===== config.mk =====
export PLATFORM = sky130hd
export DESIGN_NAME = serial_frame_rx
export DESIGN_NICKNAME = d
export VERILOG_FILES = /design/src/rtl/frame_rx_pkg.sv /design/src/rtl/frame_rx_datapath.sv /design/src/rtl/frame_rx_ctrl.sv /design/src/rtl/serial_frame_rx.sv
export SDC_FILE = /design/constraint.sdc
export NUM_CORES = 1
export LEC_CHECK = 0
export ABC_AREA = 0
export BUFFER_PORTS_ARGS = -buffer_cell sky130_fd_sc_hd__buf_4
export CAP_MARGIN = 10
export CORE_MARGIN = 2
export CORE_UTILIZATION = 40
export CTS_BUF_LIST = sky130_fd_sc_hd__clkbuf_16
export DETAILED_ROUTE_END_ITERATION = 8
export GPL_TIMING_DRIVEN = 0
export PLACE_DENSITY = 0.54
export SLEW_MARGIN = 10
export SYNTH_ARGS = -nofsm -noshare
export SYNTH_HDL_FRONTEND = slang
export SYNTH_SLANG_ARGS = --single-unit

===== constraint.sdc =====
create_clock -name clk -period 4.3 [get_ports clk]
set_clock_uncertainty 0.1 [all_clocks]
set_input_delay 0.215 -clock clk [delete_from_list [all_inputs] [get_ports clk]]
set_output_delay 0.215 -clock clk [all_outputs]
set_load 0.01 [all_outputs]

===== src/rtl/frame_rx_pkg.sv =====
package frame_rx_pkg;

  typedef enum logic [1:0] {
    RX_HUNT    = 2'd0,
    RX_PAYLOAD = 2'd1,
    RX_PARITY  = 2'd2,
    RX_RECOVER = 2'd3
  } rxState_t;

  // strobes from control to datapath
  typedef struct packed {
    logic shift;    // take one payload bit
    logic capture;  // publish the shift register
    logic clear;    // recovery wipe of the shift register
  } rxStrobes_t;

endpackage


===== src/rtl/frame_rx_datapath.sv =====
module frame_rx_datapath
  import frame_rx_pkg::*;
#(
  parameter int DATA_W     = 8,
  parameter bit PARITY_ODD = 1'b0
) (
  input  logic              clk,
  input  logic              rstN,
  input  logic              serIn,
  input  rxStrobes_t        strobes,
  output logic              parityOk,
  output logic [DATA_W-1:0] dataOut
);

  logic [DATA_W-1:0] shReg;
  logic              expBit;

  always_ff @(posedge clk or negedge rstN) begin
    if (!rstN) begin
      shReg <= '0;
    end else if (strobes.clear) begin
      shReg <= '0;
    end else if (strobes.shift) begin
      shReg <= {shReg[DATA_W-2:0], serIn};
    end
  end

  always_ff @(posedge clk or negedge rstN) begin
    if (!rstN) begin
      dataOut <= '0;
    end else if (strobes.capture) begin
      dataOut <= shReg;
    end
  end

  generate
    if (PARITY_ODD) begin : g_oddPar
      assign expBit = ~(^shReg);
    end else begin : g_evenPar
      assign expBit = ^shReg;
    end
  endgenerate

  assign parityOk = (serIn == expBit);

endmodule


===== src/rtl/frame_rx_ctrl.sv =====
module frame_rx_ctrl
  import frame_rx_pkg::*;
#(
  parameter int DATA_W      = 8,
  parameter int RECOVER_CYC = 2
) (
  input  logic       clk,
  input  logic       rstN,
  input  logic       bitEn,
  input  logic       serIn,
  input  logic       parityOk,
  output rxStrobes_t strobes,
  output logic       ready,
  output logic       parErrN
);

  localparam int CNT_W = (DATA_W > 2) ? $clog2(DATA_W) : 1;
  localparam int REC_W = $clog2(RECOVER_CYC + 1);
  localparam logic [CNT_W-1:0] BIT_LAST = CNT_W'(DATA_W - 1);
  localparam logic [REC_W-1:0] REC_LAST = REC_W'(RECOVER_CYC - 1);

  rxState_t         state;
  logic [CNT_W-1:0] bitCnt;
  logic [REC_W-1:0] recCnt;

  always_ff @(posedge clk or negedge rstN) begin
    if (!rstN) begin
      state   <= RX_HUNT;
      bitCnt  <= '0;
      recCnt  <= '0;
      ready   <= 1'b0;
      parErrN <= 1'b1;
    end else begin
      ready <= 1'b0;
      unique case (state)
        RX_HUNT: begin
          if (bitEn && serIn) begin
            state  <= RX_PAYLOAD;
            bitCnt <= '0;
          end
        end
        RX_PAYLOAD: begin
          if (bitEn) begin
            if (bitCnt == BIT_LAST) begin
              state <= RX_PARITY;
            end else begin
              bitCnt <= bitCnt + 1'b1;
            end
          end
        end
        RX_PARITY: begin
          if (bitEn) begin
            if (parityOk) begin
              ready <= 1'b1;
              state <= RX_HUNT;
            end else begin
              parErrN <= 1'b0;
              recCnt  <= '0;
              state   <= RX_RECOVER;
            end
          end
        end
        RX_RECOVER: begin
          if (recCnt == REC_LAST) begin
            parErrN <= 1'b1;
            state   <= RX_HUNT;
          end else begin
            recCnt <= recCnt + 1'b1;
          end
        end
        default: state <= RX_HUNT;
      endcase
    end
  end

  always_comb begin
    strobes.shift   = (state == RX_PAYLOAD) && bitEn;
    strobes.capture = (state == RX_PARITY) && bitEn && parityOk;
    strobes.clear   = (state == RX_RECOVER);
  end

endmodule


===== src/rtl/serial_frame_rx.sv =====
module serial_frame_rx
  import frame_rx_pkg::*;
#(
  parameter int DATA_W      = 8,
  parameter int RECOVER_CYC = 2,
  parameter bit PARITY_ODD  = 1'b0
) (
  input  logic              clk,
  input  logic              rstN,
  input  logic              bitEn,
  input  logic              serIn,
  output logic [DATA_W-1:0] dataOut,
  output logic              ready,
  output logic              parErrN
);

  rxStrobes_t strobes;
  logic       parityOk;

  frame_rx_ctrl #(
    .DATA_W      (DATA_W),
    .RECOVER_CYC (RECOVER_CYC)
  ) u_ctrl (
    .clk      (clk),
    .rstN     (rstN),
    .bitEn    (bitEn),
    .serIn    (serIn),
    .parityOk (parityOk),
    .strobes  (strobes),
    .ready    (ready),
    .parErrN  (parErrN)
  );

  frame_rx_datapath #(
    .DATA_W     (DATA_W),
    .PARITY_ODD (PARITY_ODD)
  ) u_dp (
    .clk      (clk),
    .rstN     (rstN),
    .serIn    (serIn),
    .strobes  (strobes),
    .parityOk (parityOk),
    .dataOut  (dataOut)
  );

endmodule


==> impl_results.md, run 1 <==
* Total vias in the final route at 909
* Post-synth net total at 122
* Syn_area_per_cell at 11.0 sq um
* Highest ir drop seen on vdd at 0.385 mV
* Crit. End Element: flop
* Sequential fraction of design power at 35.1%
* Arrival time at the worst endpoint at 2.16 ns
* Tmin final at 2.12 ns
* Net load switching power at between 0.4 and 0.5 mW
* Worst min-delay path startpoint: serIn
* Post-synthesis sequential element count at 25
* Layout filler cell count at 288
* Part of the total power dissipated in the clock network at 17.8%
* Clock transition at path regs at 0.06 ns
* Post-synth cell types at 27
* Post-Syn Area at 1260 sq um
* Final routed wire length divided by cell count at 13.1 um
* Count of pins over their slew limit at 0
* CTS Root Cell: clkbuf_16
* Biggest fanout along the worst timing path at 9
* Deepest level of the CTS H-tree at 1
* Internal power at 0.724 mW
* Max Root-Sink Buffers at 2
* Initial Utilization at a little over two fifths
* Total power density per cell area at 765 nW/um^2
* Post-synthesis cell count at 115
* First-pass GRT wire length at 4110 um
* DP Area at between 1000 and 1500 sq um
* Total stage count of the critical path at 4
* Worst-case setup slack after placement at 2.17 ns
* Static Leak at 0.708 nW
* Fraction of power consumed by combinational cells at 47.1%
* Worst path setup slack after routing at 2.18 ns
* Global placer's final weighted congestion at 0.699
* Setup violation total in the final timing report at 0
* Area Overhead vs Synth at 19.3%
* End point of the critical path: u_dp.dataOut[4]
* Worst setup SP type: flop
* Avg Vias per Cell at 5.14
* Number of cells on the worst reg-to-reg path at 4
* Clock buffers created by TritonCTS at 3
* Clock latency of the later-clocked register in the worst-skew pair at 0.26 ns
* Initial DRC Count at 20
* Total Negative Setup Slacks at 0 ns
* Die outline area at 3620 sq um
* Non-filler instance count after layout at 177
* Number of global-route vias before repair at 911
* Switching part of the total at 37.0%
* X dimension of the die at 60.1 um
* R2R Path End: u_dp.dataOut[4]
* Cell type of the slowest stage on the worst timing path: xnor3_2
* Fmax at between 0.4 and 0.5 GHz
* Transition at the pin with the smallest max-transition slack at 0.519 ns
* Placed Instances at 172
* Fin. Hold Viols at 0
* # diodes at 0
* Antenna violations before repair at 0
* Relative max-transition margin at 65.3%
* Result of the run: complete, no violations
* Count of flip-flops with a built-in enable after synthesis at 0
* Count of buffers inserted at the top-level ports at 13
* Critical path buffer and inverter count at 0
* Antenna-violating nets left at 0
* Post-layout nets at 141
* Vertical extent of the die at 60.1 um
* Total routing usage reported by global routing at 15.5%
* List of cells traversed by the critical path: xor2_1 -> xnor3_2 -> mux2i_4 -> mux2_2
* DR DRC count at 0
* Number of placed I/O pins at 14
* Core Region at 3030 sq um
* Flip-flop cell with the highest count after synthesis: dfrtp_1
* Detailed-routing iteration count for the pre-antenna-repair pass at 4
* Number of warnings reported in the yosys synthesis log at 0
* Total clock sinks at 25
* Post-layout power at 1.15 mW
* Count of maximum capacitance violations at 0
* Routed Wire Length at 2320 um
* Setup repair after global routing missed its margin: no
* Largest net degree at the start of global routing at 26
* Number of setup buffers added after CTS at 0
* Kind of critical path: flop to flop
* Largest stage delay, worst path at 0.52 ns
* Class of the tightest hold or removal check: primary input to flop
* Fraction of final layout cells with drive strength greater than 1 at 23.3%
* Worst setup startpoint: u_dp.shReg[3]
* Hold Slack at 0.200 ns
* Cell type group with the largest total delay on the critical path: multiplexers
* Ratio of final minimum period to clock period at 49.3%
* Final Instance Area at 1500 sq um
* Fraction of synthesis flops using an asynchronous set or reset pin at 100%
* Dpl hpwl at 1570 um
* Required time at the endpoint of the critical path at 4.34 ns
* Final core utilization at about half
* Total number of placement rows at 20
* TritonCTS clock tree: yes
* Worst R2R Setup Slack at between 2 and 2.5 ns
* Launch instance of the worst register-to-register path: u_dp.shReg[3]
* Remaining Overflow, GRT at 0
* Sequential share of the synthesized area at 49.8%
## Yosys cell counts, types with 2 or more instances
library cell  number  share of area, %
a21oi_1            3               1.2
a22oi_1           10               6.0
clkbuf_1           5               1.5
dfrtp_1           24                48
ha_1               3               3.0
inv_1             13               3.9
mux2_2             9               8.0
nand2_1            5               1.5
nand3_1            2              0.79
nand3b_1           2               1.2
nor2_1             3              0.89
nor2b_1            3               1.5
o21ai_0            9               3.6
o22ai_1            8               4.0
xnor2_1            3               2.1
xor2_1             2               1.4
## cell families after synthesis
kind of cell	count (synthesis)	synth area share (%)
AO/OA/AOI/OAI	34	17.8
flip-flops	25	49.8
buffers and inverters	19	5.66
AND/OR/NAND/NOR	17	6.85
multiplexers	10	9.83
XOR/XNOR	7	7.15
adder cells (fa/ha/maj)	3	2.98
## routing by layer
metal | up-vias | routed length [um] | global-route usage (%)
met2 | 21 | 1080 | 24.5
met3 | 4 | 83 | 2.60
met5 | - | 0 | 0
met4 | 0 | 42 | 7.62
li1 | 445 | - | -
met1 | 439 | 1120 | 20.6
## cell usage in the layout, fill, tap and decap left out
cell and count:
dfstp_2 1, a21oi_1 3, mux2_2 9, xnor3_2 1, a22oi_1 10, clkbuf_1 5
nand3_1 2, nand3b_1 2, a31oi_1 1, nor2b_1 3, xnor3_1 1, clkbuf_16 3
clkinv_2 1, nand2b_1 1, dfrtp_1 24, dlygate4sd3_1 1, buf_4 13, xor2_1 2
a32oi_1 1, a2111oi_2 1, and2_1 1, ha_1 3, inv_1 13, nor2_1 3
nand2_1 5, o21ai_0 9, clkinv_1 1, a31o_2 1, o22ai_1 8, mux2i_4 1
xnor2_1 3
## sequential cells by signal, indices dropped and copies added (netlist names)
| register | cells |
|---|---|
| u_dp.dataOut | 8 |
| u_dp.shReg | 8 |
| u_ctrl.bitCnt | 3 |
| u_ctrl.recCnt | 2 |
| u_ctrl.state | 2 |
| u_ctrl.parErrN | 1 |
| u_ctrl.ready | 1 |
## power by group through the flow
stage | Sequential, mW | Clock (mW) | Combinational (mW)
4_1_cts | 0.404 | 0.214 | 0.546
5_1_grt | 0.418 | 0.225 | 0.599
2_1_floorplan | 0.403 | 0 | 0.414
3_3_place_gp | 0.405 | 0 | 0.539
6_report | 0.403 | 0.205 | 0.541
3_5_place_dp | 0.409 | 0 | 0.540
## worst min-delay path by stage
stage / to / cells past startpoint / slack (ns)
5_1_grt: u_dp.shReg[0] / 3 / 0.24
4_1_cts: u_dp.shReg[0] / 3 / 0.20
3_3_place_gp: u_dp.shReg[5] / 1 / 0.04
6_report: u_dp.shReg[0] / 3 / 0.20
2_1_floorplan: u_ctrl.bitCnt[0] / 0 / -0.18
3_5_place_dp: u_dp.shReg[5] / 1 / 0.04
## worst min-delay path, stage by stage
cell     delay (ns)
buf_4          0.11
a22oi_1        0.07
o22ai_1        0.12
## final cells by class
| cell class | count | area, sq um | area share, % |
|---|---|---|---|
| tap | 44 | 55.1 | 3.66 |
| clock buffer | 3 | 75.1 | 5.00 |
| multi-input combinational | 71 | 562 | 37.4 |
| clock inverter | 1 | 5.00 | 0.333 |
| timing repair buffer | 14 | 108 | 7.16 |
| sequential | 25 | 627 | 41.7 |
| buffer | 5 | 18.8 | 1.25 |
| inverter | 14 | 52.6 | 3.50 |
## repair_timing
action / in CTS / in global routing
endpoints found under the hold margin: 24 / 0
hold buffers: 1 / 0
resized for setup: 0 / 0
Note: power is estimated with default switching activity, not from simulation.
==> run 2, diff against run 1 <==
--- a/config.mk
+++ b/config.mk
@@ -13,7 +13,7 @@
 export CTS_BUF_LIST = sky130_fd_sc_hd__clkbuf_16
 export DETAILED_ROUTE_END_ITERATION = 8
 export GPL_TIMING_DRIVEN = 0
-export PLACE_DENSITY = 0.54
+export PLACE_DENSITY = 0.56
 export SLEW_MARGIN = 10
 export SYNTH_ARGS = -nofsm -noshare
 export SYNTH_HDL_FRONTEND = slang
==> constraint.sdc (replaced) <==
create_clock -name clk -period 1.7 [get_ports clk]
set_clock_uncertainty 0.1 [all_clocks]
set_input_delay 0.085 -clock clk [delete_from_list [all_inputs] [get_ports clk]]
set_output_delay 0.085 -clock clk [all_outputs]
set_load 0.01 [all_outputs]
==> impl_results.md, run 2 (synthesis gave the netlist of run 1 again) <==
* Number of placed I/O pins at 14 (unchanged)
* Worst setup SP type: flop
* CTS Root Cell: clkbuf_16
* Largest registers in the final layout: u_dp.dataOut x8, u_dp.shReg x8, u_ctrl.bitCnt x3
* Initial Utilization at 41.6% (unchanged)
* Worst-case setup slack after placement at -0.429 ns (-2.60 ns)
* Hold Slack at 0.0671 ns (-0.133 ns)
* # diodes at 0 (unchanged)
* Transition at the pin with the smallest max-transition slack at 0.427 ns (-0.0917 ns)
* Worst path setup slack after routing at -0.274 ns (-2.46 ns)
* Vertical extent of the die at 60.1 um (unchanged)
* Antenna-violating nets left at 0 (unchanged)
* Result of the run: finished with violations
* Relative max-transition margin at 71.5% (+6.2 points)
* Count of maximum capacitance violations at 0 (unchanged)
* Avg Vias per Cell at 5.09 (-0.80%)
* Final Instance Area at 1740 sq um (+16%)
* Leading cell types in the layout, fill and taps excluded: 25 x buf_4, 24 x dfrtp_1, 12 x inv_1
* Fraction of final layout cells with drive strength greater than 1 at 39.0% (+16 points)
* Global placer's final weighted congestion at 0.781 (+12%)
* Total power density per cell area at 2300 nW/um^2 (+200%)
* Count of pins over their slew limit at 0 (unchanged)
* Fmax at 0.507 GHz (+7.3%)
* Total clock sinks at 25 (unchanged)
* Ratio of final minimum period to clock period at 116% (+67 points)
* Core Region at 3030 sq um (unchanged)
* Die outline area at 3620 sq um (unchanged)
* Antenna violations before repair at 0 (unchanged)
* Deepest level of the CTS H-tree at 1 (unchanged)
* Failing checks: setup timing
* Commonest non-fill, non-tap cell in the layout: buf_4
* Class of the tightest hold or removal check: primary input to flop
* Total vias in the final route at 968 (+6.5%)
* DP Area at 1430 sq um (+1.3%)
* Count of buffers inserted at the top-level ports at 13 (unchanged)
* Biggest fanout along the worst timing path at 8 (-1)
* Dpl hpwl at 1600 um (+2.1%)
* First-pass GRT wire length at 4090 um (-0.51%)
* Tmin final at 1.97 ns (-0.145 ns)
* Total number of placement rows at 20 (unchanged)
* Crit. End Element: flop
* Static Leak at 0.830 nW (+17%)
* Detailed-routing iteration count for the pre-antenna-repair pass at 4 (unchanged)
* Arrival time at the worst endpoint at 2.02 ns (-0.14 ns)
* Setup violation total in the final timing report at 13 (+13)
* Required time at the endpoint of the critical path at 1.74 ns (-2.60 ns)
* Highest ir drop seen on vdd at 1.10 mV (+190%)
* Routed Wire Length at 2600 um (+12%)
* DR DRC count at 0 (unchanged)
* Final core utilization at 57.4% (+7.8 points)
* Post-layout nets at 154 (+9.2%)
* Largest net degree at the start of global routing at 26 (unchanged)
* Clock transition at path regs at 0.06 ns (about the same)
* Kind of critical path: flop to flop
* Initial DRC Count at 22 (+10%)
* Remaining Overflow, GRT at 0 (unchanged)
* Clock latency of the later-clocked register in the worst-skew pair at 0.26 ns (about the same)
* Final routed wire length divided by cell count at 13.7 um (+4.3%)
* Number of global-route vias before repair at 862 (-5.4%)
* Total routing usage reported by global routing at 15.2% (-0.31 points)
* TritonCTS clock tree: yes
* Clock buffers created by TritonCTS at 3 (unchanged)
* Setup repair after global routing missed its margin: yes
* X dimension of the die at 60.1 um (unchanged)
* Area Overhead vs Synth at 37.9%
* Max Root-Sink Buffers at 2 (unchanged)
* Fin. Hold Viols at 0 (unchanged)
run 2: final timing paths:
| check | start | endpoint | slack, ns | depth (start not counted) |
|---|---|---|---|---|
| min in group asynchronous | rstN | u_dp.dataOut[5] | 0.16 | 2 |
| worst min register to register | u_ctrl.parErrN | u_ctrl.parErrN | 0.38 | 2 |
| max in group asynchronous | rstN | u_ctrl.parErrN | 1.05 | 2 |
| worst max-delay path | u_dp.shReg[4] | u_dp.dataOut[4] | -0.27 | 5 |
| worst min-delay path | serIn | u_dp.shReg[0] | 0.07 | 3 |
| worst max register to register | u_dp.shReg[4] | u_dp.dataOut[4] | -0.27 | 5 |
run 2: per-layer routing:
layer / up-vias / part of all wire (%) / GRT usage [%]
li1: 467 / - / -
met1: 474 / 49 / 23.7
met2: 23 / 46 / 21.3
met3: 4 / 3.9 / 2.60
met4: 0 / 0.65 / 4.76
met5: - / 0 / 0
run 2: what timing repair did:
action,in CTS,in global routing
buffers inserted,7,7
pin swaps,4,7
hold endpoints to repair,25,0
endpoints found under the setup margin,14,25
hold buffers,1,0
gates resized for setup,15,12
run 2: worst max-delay path, cell delays in order (launching register included):
cell and delay, ns:
dfrtp_1 0.41, xnor2_1 0.17, xnor3_2 0.49, mux2i_4 0.22, buf_12 0.16, mux2_4 0.30
run 2: layout make-up:
cell class	instances	area [sq um]
Buffer	4	17.5
Clock buffer	3	75.1
Timing Repair Buffer	28	229
Tap cell	44	55.1
Inverter	14	52.6
Sequential cell	25	627
Clock inverter	1	5.00
Multi-Input combinational cell	71	677
Fill cell	260	1290
run 2: where the power goes:
group          internal, mW  total, mW  switching (mW)  leakage, nW
Sequential            0.819       1.03           0.212        0.317
Combinational          1.36       2.44            1.07        0.471
Clock                 0.317      0.529           0.212       0.0409
run 2: per-stage QoR:
| step | power (mW) | TNS (ns) | std cells |
|---|---|---|---|
| 2_1_floorplan | 2.09 | -1.83 | 115 |
| 3_3_place_gp | 2.41 | -3.38 | 172 |
| 3_5_place_dp | 2.44 | -3.65 | 172 |
| 4_1_cts | 3.37 | -2.31 | 184 |
| 5_1_grt | 4.26 | -3.44 | 190 |
| 6_report | 4.00 | -2.81 | 190 |
